## src/rtl/thermo_conv_pkg.sv

```systemverilog
package thermo_conv_pkg;

  localparam int GE_W    = 10;
  localparam int DEGC_W  = 6;
  localparam int VTS_W   = 9;
  localparam int SLOPE_W = 6;
  localparam int NUM_W   = 32;
  localparam int DEN_W   = 16;

  // Numerator constant: 203450520 scaled by 8
  localparam logic [NUM_W-1:0] SCALE_NUM = NUM_W'(32'd203450520 << 3);
  localparam int OFFS_CODE  = 3350;
  localparam int GE_BASE    = 10000;
  localparam int DEGC_MULT  = 500;
  localparam int POST_SHIFT = 3;

  localparam int DEF_GE   = 512;
  localparam int DEF_DEGC = 40;
  localparam int DEF_VTS  = 260;

  typedef struct packed {
    logic [GE_W-1:0]   ge;
    logic [DEGC_W-1:0] degc;
    logic [VTS_W-1:0]  vts;
  } calib_t;

  typedef enum logic [1:0] {
    ST_IDLE = 2'd0,
    ST_DIV1 = 2'd1,
    ST_DIV2 = 2'd2
  } conv_state_t;

endpackage

```

## src/rtl/calib_select.sv

```systemverilog
module calib_select
  import thermo_conv_pkg::*;
#(
  parameter int NUM_SENS = 4,
  parameter int SEL_W    = 2
) (
  input  logic                      cal_valid_i,
  input  logic [GE_W-1:0]           gain_err_i,
  input  logic [SLOPE_W-1:0]        slope_mag_i,
  input  logic                      slope_sign_i,
  input  logic                      dev_id_i,
  input  logic [DEGC_W-1:0]         cal_degc_i,
  input  logic [NUM_SENS*VTS_W-1:0] vts_codes_i,
  input  logic [SEL_W-1:0]          sensor_sel_i,
  output calib_t                    cal_o,
  output logic signed [SLOPE_W:0]   slope_o
);

  logic [VTS_W-1:0] vts_pick;

  // Reference code mux over the packed per-sensor array
  always_comb begin
    vts_pick = '0;
    for (int s = 0; s < NUM_SENS; s++) begin
      if (sensor_sel_i == SEL_W'(s)) vts_pick = vts_codes_i[s*VTS_W +: VTS_W];
    end
  end

  // Substitute defaults when the calibration data is not trustworthy
  always_comb begin
    if (cal_valid_i) begin
      cal_o.ge   = gain_err_i;
      cal_o.degc = cal_degc_i;
      cal_o.vts  = vts_pick;
      if (slope_sign_i && dev_id_i) slope_o = -$signed({1'b0, slope_mag_i});
      else                          slope_o =  $signed({1'b0, slope_mag_i});
    end else begin
      cal_o.ge   = GE_W'(DEF_GE);
      cal_o.degc = DEGC_W'(DEF_DEGC);
      cal_o.vts  = VTS_W'(DEF_VTS);
      slope_o    = '0;
    end
  end

endmodule

```

## src/rtl/seq_divider.sv

```systemverilog
module seq_divider #(
  parameter int N_W = 32,
  parameter int D_W = 16
) (
  input  logic           clk,
  input  logic           rst_n,
  input  logic           load_i,
  input  logic [N_W-1:0] num_i,
  input  logic [D_W-1:0] den_i,
  output logic           busy_o,
  output logic           done_o,
  output logic [N_W-1:0] quot_o
);

  localparam int CNT_W = $clog2(N_W);

  logic [N_W-1:0]   quo_q, quo_d;
  logic [D_W-1:0]   rem_q, rem_d, den_q, den_d;
  logic [CNT_W-1:0] cnt_q, cnt_d;
  logic             busy_q, busy_d, done_q, done_d;
  logic [D_W:0]     rem_sh, trial;
  logic             fits, last;

  // One restoring step per cycle: shift in a dividend bit, try subtract
  assign rem_sh = {rem_q, quo_q[N_W-1]};
  assign trial  = rem_sh - {1'b0, den_q};
  assign fits   = ~trial[D_W];
  assign last   = (cnt_q == CNT_W'(N_W-1));

  always_comb begin
    quo_d  = quo_q;
    rem_d  = rem_q;
    den_d  = den_q;
    cnt_d  = cnt_q;
    busy_d = busy_q;
    done_d = 1'b0;
    if (load_i) begin
      quo_d  = num_i;
      rem_d  = '0;
      den_d  = den_i;
      cnt_d  = '0;
      busy_d = 1'b1;
    end else if (busy_q) begin
      quo_d  = {quo_q[N_W-2:0], fits};
      rem_d  = fits ? trial[D_W-1:0] : rem_sh[D_W-1:0];
      cnt_d  = cnt_q + 1'b1;
      if (last) begin
        busy_d = 1'b0;
        done_d = 1'b1;
      end
    end
  end

  always_ff @(posedge clk or negedge rst_n) begin
    if (!rst_n) begin
      quo_q  <= '0;
      rem_q  <= '0;
      den_q  <= '0;
      cnt_q  <= '0;
      busy_q <= 1'b0;
      done_q <= 1'b0;
    end else begin
      quo_q  <= quo_d;
      rem_q  <= rem_d;
      den_q  <= den_d;
      cnt_q  <= cnt_d;
      busy_q <= busy_d;
      done_q <= done_d;
    end
  end

  assign busy_o = busy_q;
  assign done_o = done_q;
  assign quot_o = quo_q;

  // Partial remainder never reaches the divisor (truncating quotient, R2)
  p_rem_bound_r2: assert property (@(posedge clk) disable iff (!rst_n)
    busy_q |-> (rem_q < den_q));

endmodule

```

## src/rtl/scale_stage.sv

```systemverilog
module scale_stage
  import thermo_conv_pkg::*;
#(
  parameter int RAW_W = 12,
  parameter int Q_W   = 32,
  parameter int OUT_W = 32
) (
  input  logic [Q_W-1:0]          quot_i,
  input  logic [RAW_W-1:0]        raw_i,
  input  logic [VTS_W-1:0]        vts_i,
  input  logic [DEGC_W-1:0]       degc_i,
  output logic signed [OUT_W-1:0] temp_o
);

  logic signed [63:0] q_s, delta, prod, shifted, base, res64;

  always_comb begin
    q_s     = 64'(quot_i);
    delta   = 64'(raw_i) - 64'(vts_i) - 64'(OFFS_CODE);
    prod    = q_s * delta;
    shifted = prod >>> POST_SHIFT;
    base    = 64'(degc_i) * 64'(DEGC_MULT);
    res64   = base - shifted;
    temp_o  = res64[OUT_W-1:0];
  end

endmodule

```

## src/rtl/thermo_code_conv.sv

```systemverilog
module thermo_code_conv
  import thermo_conv_pkg::*;
#(
  parameter int NUM_SENS = 4,
  parameter int SEL_W    = 2,
  parameter int RAW_W    = 12,
  parameter int CAL_COEF = 165,
  parameter int OUT_W    = 32
) (
  input  logic                      clk,
  input  logic                      rst_n,
  input  logic                      start_i,
  input  logic [RAW_W-1:0]          raw_i,
  input  logic                      cal_valid_i,
  input  logic [GE_W-1:0]           gain_err_i,
  input  logic [SLOPE_W-1:0]        slope_mag_i,
  input  logic                      slope_sign_i,
  input  logic                      dev_id_i,
  input  logic [DEGC_W-1:0]         cal_degc_i,
  input  logic [NUM_SENS*VTS_W-1:0] vts_codes_i,
  input  logic [SEL_W-1:0]          sensor_sel_i,
  output logic                      busy_o,
  output logic                      done_o,
  output logic signed [OUT_W-1:0]   temp_mc_o
);

  localparam int QW   = NUM_W;
  localparam int DW   = DEN_W;
  localparam int LAT  = 2 * QW + 2;
  localparam int LC_W = $clog2(LAT + 1) + 1;

  calib_t                   cal_live, cal_q;
  logic signed [SLOPE_W:0]  slope_live;
  logic [RAW_W-1:0]         raw_q;
  conv_state_t              st_q, st_d;
  logic                     div_load, div_busy, div_done;
  logic [QW-1:0]            div_num, div_quot;
  logic [DW-1:0]            div_den;
  logic                     cap_en, fin_en, done_q;
  logic signed [OUT_W-1:0]  res_calc, res_q;
  logic [LC_W-1:0]          lat_q;

  calib_select #(.NUM_SENS(NUM_SENS), .SEL_W(SEL_W)) u_cal (
    .cal_valid_i (cal_valid_i),
    .gain_err_i  (gain_err_i),
    .slope_mag_i (slope_mag_i),
    .slope_sign_i(slope_sign_i),
    .dev_id_i    (dev_id_i),
    .cal_degc_i  (cal_degc_i),
    .vts_codes_i (vts_codes_i),
    .sensor_sel_i(sensor_sel_i),
    .cal_o       (cal_live),
    .slope_o     (slope_live)
  );

  seq_divider #(.N_W(QW), .D_W(DW)) u_div (
    .clk   (clk),
    .rst_n (rst_n),
    .load_i(div_load),
    .num_i (div_num),
    .den_i (div_den),
    .busy_o(div_busy),
    .done_o(div_done),
    .quot_o(div_quot)
  );

  scale_stage #(.RAW_W(RAW_W), .Q_W(QW), .OUT_W(OUT_W)) u_scale (
    .quot_i(div_quot),
    .raw_i (raw_q),
    .vts_i (cal_q.vts),
    .degc_i(cal_q.degc),
    .temp_o(res_calc)
  );

  assign cap_en = (st_q == ST_IDLE) && start_i;
  assign fin_en = (st_q == ST_DIV2) && div_done;

  // Sequencing: first division uses live slope, second uses captured gain
  always_comb begin
    st_d     = st_q;
    div_load = 1'b0;
    div_num  = SCALE_NUM;
    div_den  = DW'(CAL_COEF) + DW'(slope_live);
    case (st_q)
      ST_IDLE: if (start_i) begin
        div_load = 1'b1;
        st_d     = ST_DIV1;
      end
      ST_DIV1: if (div_done) begin
        div_load = 1'b1;
        div_num  = div_quot;
        div_den  = DW'(GE_BASE) + DW'(cal_q.ge);
        st_d     = ST_DIV2;
      end
      ST_DIV2: if (div_done) st_d = ST_IDLE;
      default: st_d = ST_IDLE;
    endcase
  end

  always_ff @(posedge clk or negedge rst_n) begin
    if (!rst_n) begin
      st_q   <= ST_IDLE;
      cal_q  <= '0;
      raw_q  <= '0;
      res_q  <= '0;
      done_q <= 1'b0;
      lat_q  <= '0;
    end else begin
      st_q   <= st_d;
      done_q <= fin_en;
      if (cap_en) begin
        cal_q <= cal_live;
        raw_q <= raw_i;
      end
      if (fin_en) res_q <= res_calc;
      if (cap_en)      lat_q <= '0;
      else if (busy_o) lat_q <= lat_q + 1'b1;
    end
  end

  assign busy_o    = (st_q != ST_IDLE);
  assign done_o    = done_q;
  assign temp_mc_o = res_q;

  p_done_pulse_r6: assert property (@(posedge clk) disable iff (!rst_n)
    done_o |=> !done_o);

  p_latency_r6: assert property (@(posedge clk) disable iff (!rst_n)
    done_o |-> (lat_q == LC_W'(LAT)));

  p_hold_result_r9: assert property (@(posedge clk) disable iff (!rst_n)
    !done_o |-> $stable(temp_mc_o));

  p_busy_ignore_r8: assert property (@(posedge clk) disable iff (!rst_n)
    (busy_o && start_i) |=> ($stable(raw_q) && $stable(cal_q)));

  p_div_idle_r10: assert property (@(posedge clk) disable iff (!rst_n)
    (st_q == ST_IDLE) |-> !div_busy);

endmodule

```

## config.mk

```make
export PLATFORM = sky130hd
export DESIGN_NAME = thermo_code_conv
export DESIGN_NICKNAME = d
export VERILOG_FILES = /design/src/rtl/thermo_conv_pkg.sv /design/src/rtl/calib_select.sv /design/src/rtl/seq_divider.sv /design/src/rtl/scale_stage.sv /design/src/rtl/thermo_code_conv.sv
export SDC_FILE = /design/constraint.sdc
export NUM_CORES = 1
export LEC_CHECK = 0
export ABC_AREA = 1
export CAP_MARGIN = 20
export CELL_PAD_IN_SITES_DETAIL_PLACEMENT = 0
export CELL_PAD_IN_SITES_GLOBAL_PLACEMENT = 1
export CORE_MARGIN = 1.5
export CORE_UTILIZATION = 44
export CTS_CLUSTER_SIZE = 8
export DETAILED_ROUTE_END_ITERATION = 12
export GPL_TIMING_DRIVEN = 0
export PLACE_DENSITY = 0.79
export SLEW_MARGIN = 30
export SYNTH_ARGS = -nofsm -noshare
export SYNTH_HDL_FRONTEND = slang
export SYNTH_SLANG_ARGS = --single-unit
```

## constraint.sdc

```tcl
create_clock -name clk -period 10.2 [get_ports clk]
set_clock_uncertainty 0.05 [all_clocks]
set_input_delay 2.04 -clock clk [delete_from_list [all_inputs] [get_ports clk]]
set_output_delay 2.04 -clock clk [all_outputs]
set_load 0.02 [all_outputs]
```

Word-level counts from Yosys, hierarchy flattened
Cells that the tools add are included.
{ "word_totals": {"mem_bits_ro": 0, "elab_cells": 74, "memories": 0, "in_bits": 78, "register_bits": 143, "latchBits": 0, "output_inout_bits": 34, "ramBits": 0} }
{ "op_classes": {"mul": 2, "eq_ne": 10, "shifts": 0, "mux": 31, "n_reduce_logical": 9, "n_addsub": 8, "n_div": 0, "magnitude_cmp": 0, "bitwise": 1} }
{ "op_table": {"columns": ["cell", "count"], "rows": [
  ["two-way mux 32 bit", 4],
  ["two-way mux 16 bit", 5],
  ["multiplier 33 x 64 -> 35 bit", 1],
  ["subtractor 64 x 12 -> 64 bit, second input constant", 1],
  ["two-way mux 9 bit", 4],
  ["subtractor 16 x 32 -> 32 bit", 1],
  ["two-way mux 25 bit", 1],
  ["subtractor 17 x 16 -> 17 bit", 1],
  ["adder 14 x 10 -> 15 bit, first input constant", 1],
  ["two-way mux 7 bit", 2],
  ["multiplier 6 x 7 -> 13 bit, second input constant", 1],
  ["subtractor 12 x 9 -> 13 bit", 1],
  ["adder 9 x 7 -> 10 bit, first input constant", 1],
  ["two-way mux 5 bit", 2],
  ["two-way mux 1 bit", 8],
  ["negation 6 -> 7 bit", 1],
  ["equality test 2 bit, second input constant", 3],
  ["two-way mux 2 bit", 3],
  ["one-hot mux 2 bit (3 select lines)", 1],
  ["adder 5 x 1 -> 5 bit, second input constant", 1],
  ["equality test 5 bit, second input constant", 1],
  ["equality test 2 x 1 -> 1 bit, second input constant", 2],
  ["zero test 2 bit", 2],
  ["!= test 2 x 1 -> 1 bit, second input constant", 2],
  ["8 further kinds", 11]
]} }

Longest topological paths before layout
{ "logic_depth": {"ltp_word": 6, "ltp_mapped": 54, "depth_no_buf": 53} }

Cells and area by module
Synthesis repeated with hierarchy kept, for this count alone.
{ "unflattened": {"cells_unflattened": 3135, "hier_area_um2": 23168.5} }
{ "modules_own_cells": {"columns": ["module", "instances", "area_per_inst_um2", "seq_area_each_um2", "cells_each"], "rows": [
  ["scale_stage", 1, 14884.3, 0.0, 1991],
  ["seq_divider", 1, 4235.3, 1776.7, 562],
  ["thermo_code_conv", 1, 3362.0, 1801.7, 437],
  ["calib_select", 1, 686.9, 0.0, 145]
]} }

Worst setup path after synthesis
Ideal clock, no wire load.
{ "synth_path": {"path_type": "register -> register", "start": "reg cal_q[0] (netlist bit)", "end": "reg res_q[28] (netlist: temp_mc_o[28])", "arrival_time_ns": 9.364, "setup_time_ns": 0.121, "path_buffers": 2, "path_stages_with_launch": 48, "t_required_ns": 10.029, "path_slack_ns": 0.665, "period_less_slack_ns": 9.535, "path_cell_list": "dfrtp_1 > ha_1 > fa_1 > inv_1 > nand2_1 > nand2_1 > nand3_1 > nand2_1 > nand2_1 > nand2_1 > nand2_2 > o21ai_4 > nand2_4 > inv_1 > o21ai_0 > ha_1 > clkbuf_1 > clkbuf_1 > [... 12 more ...] > fa_1 > inv_1 > fa_1 > inv_1 > ha_1 > a21oi_1 > o21ai_0 > a21oi_1 > nand2_1 > a21oi_1 > o21ai_0 > xnor2_1 > nand2_1 > nor2_1 > nand4_1 > nor2_2 > nor2_1 > a22o_1"} }
{ "synth_between": {"elab_chain_len": 4} }
{ "synth_rtl": {"columns": ["item", "line", "text"], "rows": [
  ["start, declared", "thermo_code_conv.sv:32", "calib_t cal_live, cal_q;"],
  ["start signal, assigned", "thermo_code_conv.sv:112", "cal_q <= cal_live;"],
  ["subtractor 12 x 9 -> 13 bit", "scale_stage.sv:19", "delta = 64'(raw_i) - 64'(vts_i) - 64'(OFFS_CODE);"],
  ["subtractor 64 x 12 -> 64 bit", "scale_stage.sv:19", null],
  ["multiplier 33 x 64 -> 35 bit", "scale_stage.sv:20", "prod = q_s * delta;"],
  ["subtractor 16 x 32 -> 32 bit", "scale_stage.sv:23", "res64 = base - shifted;"],
  ["end signal, assigned", "thermo_code_conv.sv:115", "if (fin_en) res_q <= res_calc;"],
  ["end, declared", "thermo_code_conv.sv:40", "logic signed [OUT_W-1:0] res_calc, res_q;"]
]} }
Every way passes these cells.
A chain may end at the register's enable or synchronous reset.

Final worst setup path
{ "layout_path": {"start": "reg cal_q[0] (netlist bit)", "end": "reg res_q[31] (netlist: temp_mc_o[31])"} }
Same word-level chain as after synthesis.

==> reports/metrics.cfg <==
[synth]
yosysWarnings=0
yosys-top-cells-area=fa_1, dfrtp_1, inv_1
seq_area_frac_synth_pct=12.6
synth_cell_type_count=54
synth_seq_cells=140
syn_inst=3496
synth_area_um2=27700
async_flop_share_pct=100
synthesis.nets=4284
synth_top_area_share_pct=37.1
synthFlopType=dfrtp_1
netlist_top_cells_count=inv_1, nand2_1, fa_1
synth.avg_cell_area_um2=7.93
yosysTopAreaCell=fa_1
yosysMostFrequentCell=inv_1
synth_enable_flop_cells=0

[placed_design]
gp_congestion=0.973
dpl_worst_slack_ns=-1.23
dpl.hpwl_um=70600
io_buffers=110

[sta]
fin_crit_ns=9.74
setup_tns_ns=0
max_freq_ghz=0.103
maxSlewViolCount=0
finalSetupViolCount=0
fin_ws_ns=0.460
tightest_slew_ns=0.970
hold_violations=0
min_period_over_period_pct=95.5
relSlewSlack_pct=35.3

[setup_path]
cp_slowest_cell=fa_1
worstSetupPathType=reg -> reg
arrival_ns=10.07
cpPeakStageDelay_ns=0.61
cp.required_ns=10.53
critPathMostFrequentCell=inv_1
end_kind=flip-flop
critPathMaxFanout=10
cp-start-kind=flip-flop

[clock_tree]
root_buffer=clkbuf_16
clkSinkCount=140
clk_pin_slew_worst_paths_ns=0.07
cts_max_path_buffers=2
clk_latency_ns=0.49
cts-hold-fix-buffers=0
cts_tree=yes
cts-htree-levels=4
numCtsBuffers=17

[drt]
wl_per_cell_um=18.6
wirelength_um=84000
route.detailed.drc=0
dr.pass1.iters=5
vias_per_cell=4.98
ant_nets=0
drtIter0Drc=1636
via_count=22525

[final_layout]
layout-drive-gt1-share_pct=6.81
nFillCells=6157
syn2layout_area_growth_pct=13.7
num_antenna_cells=0
nNetsFinal=4460

[global_route]
grt-ovfl-total=0
grt_pass1_wl_um=134000
grt_pass1_vias=23304
grt_usage_pct=27.7
grt_max_degree=84
antenna_found_initial=0

[die]
rows=91
fp.dieW_um=254
io_pins=112
die_area_um2=64500
die_h_um=254
core_area_um2=61900
start_util_pct=44.7

[worst_hold_path]
hold_class=reg -> reg

[status]
status=complete, no violations

[flow_run]
cap_violations=0

==> layout by cell type, fill, tap and decap left out, types with 7 or more instances in the layout <==
cell type and instances:
nand2_2 28, a21oi_1 70, dfrtp_1 140, clkbuf_2 7
o211ai_1 12, inv_2 15, o21ai_1 9, nor2_1 276
o22ai_1 33, ha_4 10, xor2_1 56, clkdlybuf4s50_1 109
nand4_1 17, o21ai_0 100, a21oi_2 12, xnor2_1 42
nand2_1 707, nor2_2 9, o31ai_1 7, clkinv_1 10
clkinv_4 7, clkbuf_4 7, fa_1 511, buf_4 52
nand3_1 83, nor3_1 17, nand2_4 12, clkbuf_16 17
clkbuf_1 82, ha_1 183, inv_1 909, a22oi_1 11
==> worst paths after layout <==
kind | startpoint | endpoint | slack (ns) | cells after the start
max in group asynchronous | rst_n | u_div.quot_o[25]$_DFFE_PN0P_ | 7.86 | 2
worst min register to register | temp_mc_o[26]$_DFFE_PN0P_ | temp_mc_o[26]$_DFFE_PN0P_ | 0.43 | 2
min in group asynchronous | rst_n | cal_q[12]$_DFFE_PN0P_ | 1.45 | 1
worst max-delay path | cal_q[0]$_DFFE_PN0P_ | temp_mc_o[31]$_DFFE_PN0P_ | 0.46 | 45
worst max register to register | cal_q[0]$_DFFE_PN0P_ | temp_mc_o[31]$_DFFE_PN0P_ | 0.46 | 45
worst min-delay path | temp_mc_o[26]$_DFFE_PN0P_ | temp_mc_o[26]$_DFFE_PN0P_ | 0.43 | 2
==> metal layers <==
metal / share of wire (%) / global-route usage, % / vias up
li1: - / - / 10620
met1: 43 / 37.7 / 11052
met2: 45 / 43.2 / 728
met3: 8.4 / 6.88 / 125
met4: 3.4 / 9.44 / 0
met5: 0 / 0 / -
==> flip-flops by register name, summed over array words and instances (netlist names) <==
register and flops:
u_div.cnt_q 5, temp_mc_o 32, u_div.rem_q 16, u_div.done_o 1, u_div.busy_o 1, done_o 1, st_q 2, cal_q 25
u_div.quot_o 32, u_div.den_q 13, raw_q 12
==> kinds of logic (layout without fill, tap and decap cells) <==
group	after synthesis	count (layout)	share of synthesized area, %
simple gates	1179	1179	17.2
fa+ha+maj	710	710	45.9
flops	140	140	12.6
xor+xnor	105	105	3.34
buf+inv	1060	1249	14.4
compound gates	302	302	6.41
==> critical path: cells and delay by family (launching register included) <==
kind,cells,cell delay [ns]
adders and majority gates,13,5.99
and+or+nand+nor,15,1.50
buffers and inverters,11,0.82
AOI/OAI and AO/OA,5,0.71
DFF,1,0.40
xor gates and xnor gates,1,0.16
==> stage by stage <==
| step | util [%] | hold WS [ns] | std cells | area [um2] |
|---|---|---|---|---|
| floorplan | - | 0.403 | 3496 | 27700 |
| global placement | 48.2 | 0.419 | 4443 | 29900 |
| detailed placement | 48.3 | 0.418 | 4444 | 29900 |
| CTS | 49.7 | 0.436 | 4485 | 30800 |
| global route | 50.9 | 0.464 | 4522 | 31500 |
| finish | 50.9 | 0.432 | 4522 | 31500 |
==> cell type report <==
type | count | area, um2 | share of cell area [%]
multi-input cells | 2296 | 20700 | 65.6
inverters | 941 | 3550 | 11.3
flip-flops and latches | 140 | 3500 | 11.1
repair buffers | 163 | 1590 | 5.04
well taps | 837 | 1050 | 3.32
plain buffers | 113 | 561 | 1.78
clock buffers | 20 | 447 | 1.42
clock inverters | 12 | 140 | 0.445
==> repair_timing <==
item	CTS	global route
buffers inserted	12	40
setup endpoints to repair	18	15
pin swaps	7	40
gates resized for setup	61	126
Power is left out: the tool's default activity adds up to more than one toggle a clock period on the data nets, which glitch-free logic cannot reach.
